### config.mk
export PLATFORM = sky130hd
export DESIGN_NAME = rowseq_top
export DESIGN_NICKNAME = d
export VERILOG_FILES = /design/src/rtl/rowseq_pkg.sv /design/src/rtl/rowseq_loader.sv /design/src/rtl/rowseq_store.sv /design/src/rtl/rowseq_onehot.sv /design/src/rtl/rowseq_top.sv
export SDC_FILE = /design/constraint.sdc
export NUM_CORES = 1
export LEC_CHECK = 0
export BUFFER_PORTS_ARGS = -buffer_cell sky130_fd_sc_hd__clkbuf_2
export CAP_MARGIN = 20
export CORE_UTILIZATION = 50
export DETAILED_ROUTE_END_ITERATION = 8
export PLACE_DENSITY = 0.7
export SYNTH_ARGS = -nofsm -noshare
export SYNTH_HDL_FRONTEND = slang
export SYNTH_HIERARCHICAL = 1
export SYNTH_SLANG_ARGS = --single-unit
### constraint.sdc
create_clock -name clk -period 4.9 [get_ports clk]
set_input_delay 0.98 -clock clk [delete_from_list [all_inputs] [get_ports clk]]
set_output_delay 0.98 -clock clk [all_outputs]
set_load 0.1 [all_outputs]
### src/rtl/rowseq_pkg.sv
package rowseq_pkg;
    typedef enum logic {
        RS_IDLE = 1'b0,
        RS_RUN  = 1'b1
    } rs_state_t;
endpackage

### src/rtl/rowseq_loader.sv
module rowseq_loader #(
    parameter int FW = 16
) (
    input  logic          clk,
    input  logic          rst_n,
    input  logic          pg_sel,
    input  logic          pg_bit,
    output logic          frame_vld,
    output logic [FW-1:0] frame
);
    localparam int CNTW = $clog2(FW + 2);

    typedef struct packed {
        logic            sel;
        logic [CNTW-1:0] cnt;
        logic [FW-1:0]   sh;
    } ld_t;

    ld_t ld_d, ld_q;

    always_comb begin
        ld_d     = ld_q;
        ld_d.sel = pg_sel;
        if (pg_sel) begin
            ld_d.sh = {ld_q.sh[FW-2:0], pg_bit};
            if (!ld_q.sel) begin
                ld_d.cnt = CNTW'(1);
            end else if (ld_q.cnt <= CNTW'(FW)) begin
                ld_d.cnt = ld_q.cnt + CNTW'(1);
            end
        end
    end

    always_ff @(posedge clk or negedge rst_n) begin
        if (!rst_n) ld_q <= '0;
        else        ld_q <= ld_d;
    end

    assign frame_vld = ld_q.sel && !pg_sel && (ld_q.cnt == CNTW'(FW));
    assign frame     = ld_q.sh;

    AST_FRAME_ON_FALL: assert property (@(posedge clk) disable iff (!rst_n)
        frame_vld |-> $past(pg_sel));
endmodule

### src/rtl/rowseq_store.sv
module rowseq_store #(
    parameter int DEPTH = 64,
    parameter int WW    = 10,
    parameter int AW    = 6
) (
    input  logic          clk,
    input  logic          rst_n,
    input  logic          we,
    input  logic [AW-1:0] waddr,
    input  logic [WW-1:0] wdata,
    input  logic [AW-1:0] raddr,
    output logic [WW-1:0] rdata
);
    logic [WW-1:0] mem_d [DEPTH];
    logic [WW-1:0] mem_q [DEPTH];

    always_comb begin
        mem_d = mem_q;
        if (we) mem_d[waddr] = wdata;
    end

    always_ff @(posedge clk or negedge rst_n) begin
        if (!rst_n) begin
            for (int i = 0; i < DEPTH; i++) mem_q[i] <= '0;
        end else begin
            mem_q <= mem_d;
        end
    end

    assign rdata = mem_q[raddr];
endmodule

### src/rtl/rowseq_onehot.sv
module rowseq_onehot #(
    parameter int NUM_CH = 128,
    parameter int CW     = 7
) (
    input  logic              en,
    input  logic [CW-1:0]     idx,
    output logic [NUM_CH-1:0] vec
);
    for (genvar i = 0; i < NUM_CH; i++) begin : g_ch
        assign vec[i] = en && (idx == CW'(i));
    end
endmodule

### src/rtl/rowseq_top.sv
module rowseq_top
    import rowseq_pkg::*;
#(
    parameter int NUM_CH   = 128,
    parameter int DEPTH    = 64,
    parameter int GATE_CYC = 2
) (
    input  logic              clk,
    input  logic              rst_n,
    input  logic              pg_sel,
    input  logic              pg_bit,
    input  logic              start,
    input  logic              step,
    input  logic              tok_in,
    output logic              tok_out,
    output logic              prog_err,
    output logic [NUM_CH-1:0] gate_en,
    output logic [NUM_CH-1:0] clear_en
);
    localparam int CW = $clog2(NUM_CH);
    localparam int AW = $clog2(DEPTH);
    localparam int WW = CW + 3;
    localparam int FW = AW + WW;
    localparam int PW = $clog2(GATE_CYC + 2);

    typedef struct packed {
        rs_state_t     st;
        logic [AW-1:0] ptr;
        logic [PW-1:0] ph;
        logic          tok;
        logic          err;
    } seq_t;

    seq_t s_d, s_q;

    logic          frame_vld;
    logic [FW-1:0] frame;
    logic [WW-1:0] word;
    logic          w_eoc, w_clr, w_gate;
    logic [CW-1:0] w_ch;
    logic          mem_we;

    rowseq_loader #(.FW(FW)) u_loader (
        .clk(clk), .rst_n(rst_n), .pg_sel(pg_sel), .pg_bit(pg_bit),
        .frame_vld(frame_vld), .frame(frame)
    );

    assign mem_we = frame_vld && (s_q.st == RS_IDLE);

    rowseq_store #(.DEPTH(DEPTH), .WW(WW), .AW(AW)) u_store (
        .clk(clk), .rst_n(rst_n), .we(mem_we),
        .waddr(frame[FW-1:WW]), .wdata(frame[WW-1:0]),
        .raddr(s_q.ptr), .rdata(word)
    );

    assign w_eoc  = word[WW-1];
    assign w_clr  = word[WW-2];
    assign w_gate = word[WW-3];
    assign w_ch   = word[CW-1:0];

    always_comb begin
        s_d     = s_q;
        s_d.tok = 1'b0;
        if (frame_vld && s_q.st == RS_RUN) s_d.err = 1'b1;
        case (s_q.st)
            RS_IDLE: begin
                if (start && tok_in) begin
                    s_d.st  = RS_RUN;
                    s_d.ptr = '0;
                    s_d.ph  = '0;
                end
            end
            default: begin
                if (step) begin
                    s_d.ph = '0;
                    if (w_eoc) begin
                        s_d.st  = RS_IDLE;
                        s_d.tok = 1'b1;
                    end else if (s_q.ptr == AW'(DEPTH - 1)) begin
                        s_d.ptr = '0;
                    end else begin
                        s_d.ptr = s_q.ptr + AW'(1);
                    end
                end else if (s_q.ph < PW'(GATE_CYC)) begin
                    s_d.ph = s_q.ph + PW'(1);
                end
            end
        endcase
    end

    always_ff @(posedge clk or negedge rst_n) begin
        if (!rst_n) s_q <= '{st: RS_IDLE, default: '0};
        else        s_q <= s_d;
    end

    rowseq_onehot #(.NUM_CH(NUM_CH), .CW(CW)) u_gate_dec (
        .en(s_q.st == RS_RUN && w_gate), .idx(w_ch), .vec(gate_en)
    );

    rowseq_onehot #(.NUM_CH(NUM_CH), .CW(CW)) u_clr_dec (
        .en(s_q.st == RS_RUN && w_clr && s_q.ph == PW'(GATE_CYC)),
        .idx(w_ch), .vec(clear_en)
    );

    assign tok_out  = s_q.tok;
    assign prog_err = s_q.err;

    AST_GATE_ONEHOT: assert property (@(posedge clk) disable iff (!rst_n)
        $onehot0(gate_en));
    AST_CLEAR_ONEHOT: assert property (@(posedge clk) disable iff (!rst_n)
        $onehot0(clear_en));
    AST_IDLE_QUIET: assert property (@(posedge clk) disable iff (!rst_n)
        (s_q.st == RS_IDLE) |-> (gate_en == '0 && clear_en == '0));
    AST_TOKEN_PULSE: assert property (@(posedge clk) disable iff (!rst_n)
        tok_out |=> !tok_out);
    AST_CLEAR_LATE: assert property (@(posedge clk) disable iff (!rst_n)
        (|clear_en) |-> $past(s_q.st == RS_RUN));
    AST_ERR_STICKY: assert property (@(posedge clk) disable iff (!rst_n)
        prog_err |=> prog_err);
    AST_RUN_HOLDS: assert property (@(posedge clk) disable iff (!rst_n)
        (s_q.st == RS_RUN && !step) |=> (s_q.st == RS_RUN));
endmodule

[After elaboration in Yosys (flattened, before gate mapping)]
Cells that the tools add are included.
Word-level totals
  output and inout bits: 258
  flip-flop bits (word level): 673
  bits of input ports: 7
  logic and storage cells: 507
Cells by class
  reductions and logical operators: 271
  multiplexer cells: 19
  bitwise logic cells: 3
  $lt $le $gt $ge: 5
  equal/unequal tests: 134
  add/sub/neg operators: 3
Operator list (number)
  bitwise mux 640 bit: 1
  equality test 7 bit (second input constant): 64
  logical AND 1 bit: 265
  equality test 7 x 6 -> 1 bit (second input constant): 32
  equality test 7 x 5 -> 1 bit (second input constant): 16
  binary-select mux 10 bit (select 6 bit): 1
  demux 10 bit (select 6 bit): 1
  equality test 7 x 4 -> 1 bit (second input constant): 8
  two-way mux 10 bit: 3
  equality test 7 x 3 -> 1 bit (second input constant): 4
  two-way mux 9 bit: 2
  equality test 7 x 2 -> 1 bit (second input constant): 2
  greater-or-equal comparator 7 bit (second input constant): 2
  NOT 6 -> 7 bit: 2
  two-way mux 6 bit: 2
  two-way mux 5 bit: 2
  equality test 7 x 1 -> 1 bit (second input constant): 1
  zero test 7 bit: 1
  < comparator 7 x 1 -> 1 bit (second input constant): 1
  two-way mux 7 bit: 1
  adder 6 x 1 -> 6 bit (second input constant): 1
  equality test 6 bit (second input constant): 1
  != test 2 bit (second input constant): 3
  adder 5 x 1 -> 5 bit (second input constant): 1
  13 further kinds: 18

[Depth between registers and ports, before layout]
Gate-level depths: netlist of run 1.
  depth after elaboration: 7
  depth in mapped cells: 14
  depth with buffers taken out: 9

[Modules after synthesis]
The synthesis of run 1 kept the hierarchy.
By module, submodules not included
  rowseq_store: times used 1, cells each 1852, sequential area each 16015.4 um^2, area each 29280.6 um^2
  rowseq_onehot: times used 2, cells each 198, sequential area each 0.0 um^2, area each 1093.5 um^2
  rowseq_loader: times used 1, cells each 82, sequential area each 550.5 um^2, area each 1053.5 um^2
  rowseq_top: times used 1, cells each 65, sequential area each 275.3 um^2, area each 631.9 um^2

[Worst setup path after synthesis of run 1]
No wires, ideal clock.
  path type: reg2out
  from: register s_q[4] in the netlist's numbering
  to: output port clear_en[100]
  path buffers: 5
  arrival time: 5.556 ns
  stages on the path, launching flop included: 12
  slack: -1.636 ns
  required time: 3.920 ns
  cells stage by stage: dfrtp_1 -> buf_6 -> buf_6 -> buf_2 -> mux4_2 -> mux2i_1 -> o21ai_1 -> a21o_1 -> buf_2 -> or2_2 -> buf_2 -> nor4_1
Between the ends
  elaborated cells on any way between the ends: 8
  those cells by class: 1 x eq/ne; 3 x mux; 1 x bitwise; 3 x reduce/logical
RTL lines
  from (decl): line rowseq_top.sv:34  | seq_t s_d, s_q;
  from (signal assigned): line rowseq_top.sv:92  | if (!rst_n) s_q <= '{st: RS_IDLE, default: '0};
  from (signal assigned): line rowseq_top.sv:93  | else s_q <= s_d;
  NOT 6 -> 7 bit (not written as such): line rowseq_store.sv:30  | assign rdata = mem_q[raddr];
  binary-select mux 10 bit (select 6 bit): line rowseq_store.sv:30
  two-way mux 10 bit (not written as such) (2 in series): line rowseq_store.sv:30
  net word[0]: line rowseq_top.sv:38  | logic [WW-1:0] word;
  equality test 7 bit: line rowseq_onehot.sv:10  | assign vec[i] = en && (idx == CW'(i));
  logical AND 1 bit: line rowseq_onehot.sv:10
  to (decl): line rowseq_top.sv:18  | output logic [NUM_CH-1:0] clear_en
The timed path passes the listed nets, and every way through them passes these cells. The select of a mux whose other input is x is not followed.

[Final worst setup path of run 1]
  from: register s_q[4] in the netlist's numbering
  to: output port clear_en[81]
The elaborated chain is that of the path after synthesis.

==> results of run 1 <==
## report_power, final
group          total (uW)  internal, uW  switching (uW)
Combinational        3860          1590            2270
Clock                5160          3000            2160
Sequential           5970          5650             322
## placed cells by master (no fill, tap or decap), types with 9 or more instances in the layout
master,n
or4b_4,11
a21oi_2,9
clkinv_2,11
buf_6,24
nor3_4,35
mux4_2,154
nand4b_1,16
nand2_1,43
nor2_1,17
buf_12,288
nor3_2,21
clkbuf_1,16
clkbuf_16,72
mux2i_1,28
o22ai_2,9
nand4bb_1,20
nor2b_1,17
a21oi_1,18
nand3_1,15
dfrtp_1,658
clkbuf_8,13
buf_4,114
dfrtp_2,12
mux2_2,672
nor2_2,172
nor2_4,57
## final timing paths
check	startpoint	depth (start not counted)	end	slack (ns)
worst max-delay path	s_q[4]	12	clear_en[81]	-0.19
max in group asynchronous	rst_n	2	u_store/mem_q[314]	3.19
worst max register to register	s_q[4]	12	s_q[5]	1.12
worst min register to register	u_store/mem_q[453]	1	u_store/mem_q[453]	0.50
min in group clk	u_store/mem_q[453]	1	u_store/mem_q[453]	0.50
worst min-delay path	rst_n	1	u_store/mem_q[269]	0.48
## what timing repair did
| action | in CTS | in global routing |
|---|---|---|
| pin swaps | 21 | 8 |
| buffers inserted | 30 | 4 |
| gates cloned | 5 | 0 |
| setup endpoints to repair | 256 | 256 |
| resized for setup | 172 | 73 |
## critical path, cell delays in order (launching register included)
cell	delay, ns
dfrtp_4	0.51
buf_16	0.20
buf_4	0.14
mux4_2	0.47
nor2b_1	0.16
a211oi_2	0.30
nor4_2	0.10
buf_4	0.17
a21o_1	0.19
buf_12	0.17
or4b_4	0.70
nor2_4	0.18
buf_12	0.18
## cell type report
cell class                      count  area [sq um]  area share, %
Sequential cell                   673         16900           37.9
Timing Repair Buffer              452          7350           16.5
Clock inverter                     20           181          0.408
Inverter                            7          26.3         0.0591
Multi-Input combinational cell   1498         16900           38.1
Clock buffer                      101          2040           4.59
Tap cell                          864          1080           2.43
## cells by family after synthesis
| family | synth area share [%] |
|---|---|
| flip-flops | 50.8 |
| XOR/XNOR | 0.0264 |
| AO/OA/AOI/OAI | 2.31 |
| multiplexers | 34.5 |
| buffers and inverters | 3.28 |
| AND/OR/NAND/NOR | 8.94 |
| adder cells (fa/ha/maj) | 0.151 |
## layer usage
metal,track usage [%],part of all wire [%]
met3,4.41,5.9
met5,0,0
met4,12.7,4.2
met1,36.2,40
met2,47.7,50
## registers in the layout, indices dropped and copies added (netlist names)
| signal | flops |
|---|---|
| u_store/mem_q | 640 |
| u_loader/frame | 16 |
| s_q | 9 |
| u_loader/ld_q | 6 |
| prog_err | 1 |
| tok_out | 1 |
## stage by stage
stage	instances	worst slack (ns)	utilization (%)	total power [uW]
after global routing	3615	-0.268	67.8	15500
after detailed placement	3451	0.0414	61.8	9210
after global placement	3451	0.158	61.8	9100
after floorplan	2395	-0.817	-	8100
final	3615	-0.188	67.8	15000
after CTS	3607	-0.172	67.1	14900
==> metrics.yaml, run 1 <==
grt-ovfl-total: 0
syn2layout_area_growth_pct: 34.2
grt_pass1_wl_um: 146000
worstPathRequired_ns: 3.92
synth_cell_types: 68
yosys-top-cells-area: "dfrtp_1, mux2_2, mux4_2"
htree_levels: 3
cts_inserted_buffers: 69
viasPerCell: 6.15
globalplace.congestion: 0.889
p_per_area_nw_per_um2: 337
insertion_delay_ns: 0.61
min_period_over_period_pct: 104
synth_seq_cells: 673
relSlewSlack_pct: 32.4
antenna_found_initial: 1
finalHoldViolCount: 0
skew_ns: 0.0287
tns_ns: -13.28
first_iter_violations: 1450
wl_um: 93600
final_antenna_net_count: 0
drc: 0
cts_buffer_depth: 3
ys.flop_type: "dfrtp_1"
maxCapViolCount: 0
die_h_um: 260
hpwl_um: 62800
synth-edff-count: 0
cts-root-buf: "clkbuf_16"
coreArea_sq_um: 65600
hold_class: "in -> async"
syn_area_per_cell_sq_um: 13.8
n_antenna_cell: 0
synth_most_common_cell: "mux2_2"
synth_common_cells: "mux2_2, dfrtp_1, nor2_1"
path_clk_slew_ns: 0.06
grt_max_degree: 119
seq_area_frac_synth_pct: 50.8
violations: "negative setup slack"
setup_ws_ns: -0.188
syn_inst: 2395
async_flop_share_pct: 100
fin_area_sq_um: 44500
slew_viol_final: 0
syn_nets: 2406
synth_warnings: 6
critical_path_class: "reg -> out"
worstMarginPinSlew_ns: 1.01
rsz0062_at_grt: "true"
rows: 94
routedWlPerCell_um: 25.9
synth_area_sq_um: 33200
p_leak_uw: 0.0198
ir_drop_uv: 352
yosys.area.top_type: "dfrtp_1"
whs_ns: 0.484
endpoint_kind: "primary output"
postPlaceCellArea_sq_um: 40600
cts-hold-fix-buffers: 0
grt_pass1_vias: 23600
initial_core_util_pct: 50.5
portBuffers: 264
dieArea_sq_um: 67300
fin_nets: 2712
fin_crit_ns: 5.09
filler_cell_count: 4336
setup_viol: 156
startpoint_type: "register"
drive_gt1_share_pct: 65.4
path_max_fanout: 30
outcome: "finished, violations left"
worst_ep_arrival_time_ns: 4.11
grtUsageTotal_pct: 28.3
drt_pass1_iterations: 5
cts_tree: "yes"
die_w_um: 260
cts.sinks: 673
timing.fmax_mhz: 197
vias: 22200
synth_top_area_share_pct: 50.8
io_pins: 265
Note: power is estimated with default switching activity, not from simulation.
==> run 2, diff against run 1 <==
--- a/config.mk
+++ b/config.mk
@@ -10,6 +10,7 @@
 export CORE_UTILIZATION = 50
 export DETAILED_ROUTE_END_ITERATION = 8
 export PLACE_DENSITY = 0.7
+export RECOVER_POWER = 100
 export SYNTH_ARGS = -nofsm -noshare
 export SYNTH_HDL_FRONTEND = slang
 export SYNTH_HIERARCHICAL = 1
==> run 2 against run 1 <==
Compared with the run above:
- the flow finishes with violations (max-capacitance violations, max-slew violations, negative setup slack)
- critical path depth unchanged
- worst setup slack better by 0.0027 ns
- critical endpoint unchanged
- worst hold slack better by 0.0061 ns
- critical path type unchanged
- largest power group unchanged
==> metrics.yaml, run 2 (synthesized netlist as in run 1, its figures left out) <==
rsz0062_at_grt: "true"  # unchanged
critical_path_class: "reg -> out"  # unchanged
path_buf_inv: 5  # unchanged
filler_cell_count: 4408  # was 4,336
cts-root-buf: "clkbuf_16"  # unchanged
outcome: "finished, violations left"  # unchanged
startpoint_type: "register"  # unchanged
fin_nets: 2712  # unchanged
critical-path-max-stage-delay_ns: 0.70  # about the same
io_pins: 265  # unchanged
path_max_fanout: 30  # unchanged
worstPathRequired_ns: 3.92  # about the same
top_register: "u_store/mem_q"  # unchanged
crit_chain: "buf_16, buf_4, mux4_2, nor2b_1, a211oi_2, nor4_2, buf_4, a21o_1, buf_12, or4b_4, nor2_4, buf_12"  # unchanged
cts.sinks: 673  # unchanged
first_iter_violations: 1478  # was 1,450
htree_levels: 3  # unchanged
min_period_over_period_pct: 104  # about the same
globalplace.congestion: 0.889  # unchanged
multiInputGateArea_sq_um: 16800  # was 16,900 sq um
initial_core_util_pct: 50.5  # unchanged
timing.fmax_mhz: 197  # about the same
layout_commonest_cell: "mux2_2"  # unchanged
path_clk_slew_ns: 0.06  # about the same
hold_class: "reg -> reg"  # was in -> async
portBuffers: 264  # unchanged
setup_ws_ns: -0.186  # was -0.188 ns
wl_um: 93700  # was 93,600 um
cts-hold-fix-buffers: 0  # unchanged
worstMarginPinSlew_ns: 3.07  # was 1.01 ns
cts_buffer_depth: 3  # unchanged
syn2layout_area_growth_pct: 33.3  # was 34.2%
relSlewSlack_pct: -105  # was 32.4%
setup_viol: 162  # was 156
finalHoldViolCount: 0  # unchanged
finish.utilization_pct: 67.3  # was 67.8%
hpwl_um: 62800  # unchanged
violations: "max-capacitance violations, max-slew violations, negative setup slack"  # was negative setup slack
viasPerCell: 6.12  # was 6.15
n_antenna_cell: 0  # unchanged
rows: 94  # unchanged
die_w_um: 260  # unchanged
endpoint_kind: "primary output"  # unchanged
p_per_area_nw_per_um2: 338  # was 337 nW/um^2
startpoint: "s_q[4]"  # unchanged
p_leak_uw: 0.0197  # was 0.0198 uW
vias: 22100  # was 22,200
dieArea_sq_um: 67300  # unchanged
largest_reg_flops: 640  # unchanged
cts_tree: "yes"  # unchanged
seq_area_sq_um: 16900  # unchanged
ir_drop_uv: 353  # was 352 uV
antenna_found_initial: 1  # unchanged
maxCapViolCount: 2  # was 0
fin_area_sq_um: 44200  # was 44,500 sq um
insertion_delay_ns: 0.62  # was 0.61 ns
mostFrequentLayoutCells: "mux2_2, dfrtp_1, buf_12"  # unchanged
drt_pass1_iterations: 5  # unchanged
worst_ep_arrival_time_ns: 4.11  # about the same
coreArea_sq_um: 65600  # unchanged
skew_ns: 0.0333  # was 0.0287 ns
grt_pass1_wl_um: 146000  # unchanged
hold_start: "u_store/mem_q[588]"
rr_startpoint: "u_loader/ld_q[16]"  # was s_q[4]
die_h_um: 260  # unchanged
slowest_stage: "or4b_4"  # unchanged
postPlaceCellArea_sq_um: 40600  # unchanged
final_antenna_net_count: 0  # unchanged
path_delay_family: "simple AND/OR/NAND/NOR gates"  # unchanged
routedWlPerCell_um: 25.9  # about the same
grt_pass1_vias: 23600  # unchanged
drive_gt1_share_pct: 62.7  # was 65.4%
fin_crit_ns: 5.09  # about the same
grt_max_degree: 119  # unchanged
slew_viol_final: 190  # was 0
tns_ns: -12.62  # was -13.28 ns
grtUsageTotal_pct: 28.3  # unchanged
cts_inserted_buffers: 69  # unchanged
grt-ovfl-total: 0  # unchanged
drc: 0  # unchanged
[run 2: changes by cell type in the layout (fill, tap and decap cells not counted), sizes merged]
cell,change
clkbuf,+18
buf,-18
[run 2: cell type report]
cell class / count / area share (%)
clock buffer: 101 / 4.62
clock inverter: 20 / 0.411
inverter: 7 / 0.0595
multi-input combinational: 1498 / 37.9
sequential: 673 / 38.2
tap: 864 / 2.45
timing repair buffer: 452 / 16.4
[run 2: final timing paths]
kind                                       to  slack, ns  depth (start not counted)
max                              clear_en[81]      -0.19                         12
min                        u_store/mem_q[588]       0.49                          1
max reg2reg                 u_store/mem_q[49]       0.68                         10
min reg2reg                u_store/mem_q[588]       0.49                          1
max in group asynchronous              s_q[5]       0.61                          2
min in group asynchronous  u_store/mem_q[269]       1.36                          1
[run 2: per-stage QoR]
stage | power, uW | instances | hold WS (ns) | setup slack (ns)
finish | 14900 | 3615 | 0.490 | -0.186
global route | 15500 | 3615 | 0.512 | -0.268
CTS | 14900 | 3607 | 0.500 | -0.172
detailed placement | 9210 | 3451 | 0.487 | 0.0414
global placement | 9100 | 3451 | 0.467 | 0.158
floorplan | 8100 | 2395 | 0.453 | -0.817
[run 2: metal layers]
metal	global-route usage [%]	routed length, um	vias to the layer above
met3	4.41	5390	190
met1	36.2	37300	11800
met4	12.7	3880	0
met2	47.7	47100	786
met5	0	0	-
li1	-	-	9400
[run 2: power breakdown]
part	internal, uW	leakage, uW	total (uW)	switching (uW)
clock	3000	0.00110	5160	2150
combinational	1570	0.00929	3810	2240
sequential	5650	0.00934	5970	316
total	10200	0.0197	14900	4710
[run 2: repair_timing]
item	4_1_cts	5_1_grt
resized for setup	172	73
pin swaps	21	8
gates cloned	5	0
buffers inserted	30	4
setup endpoints to repair	256	256
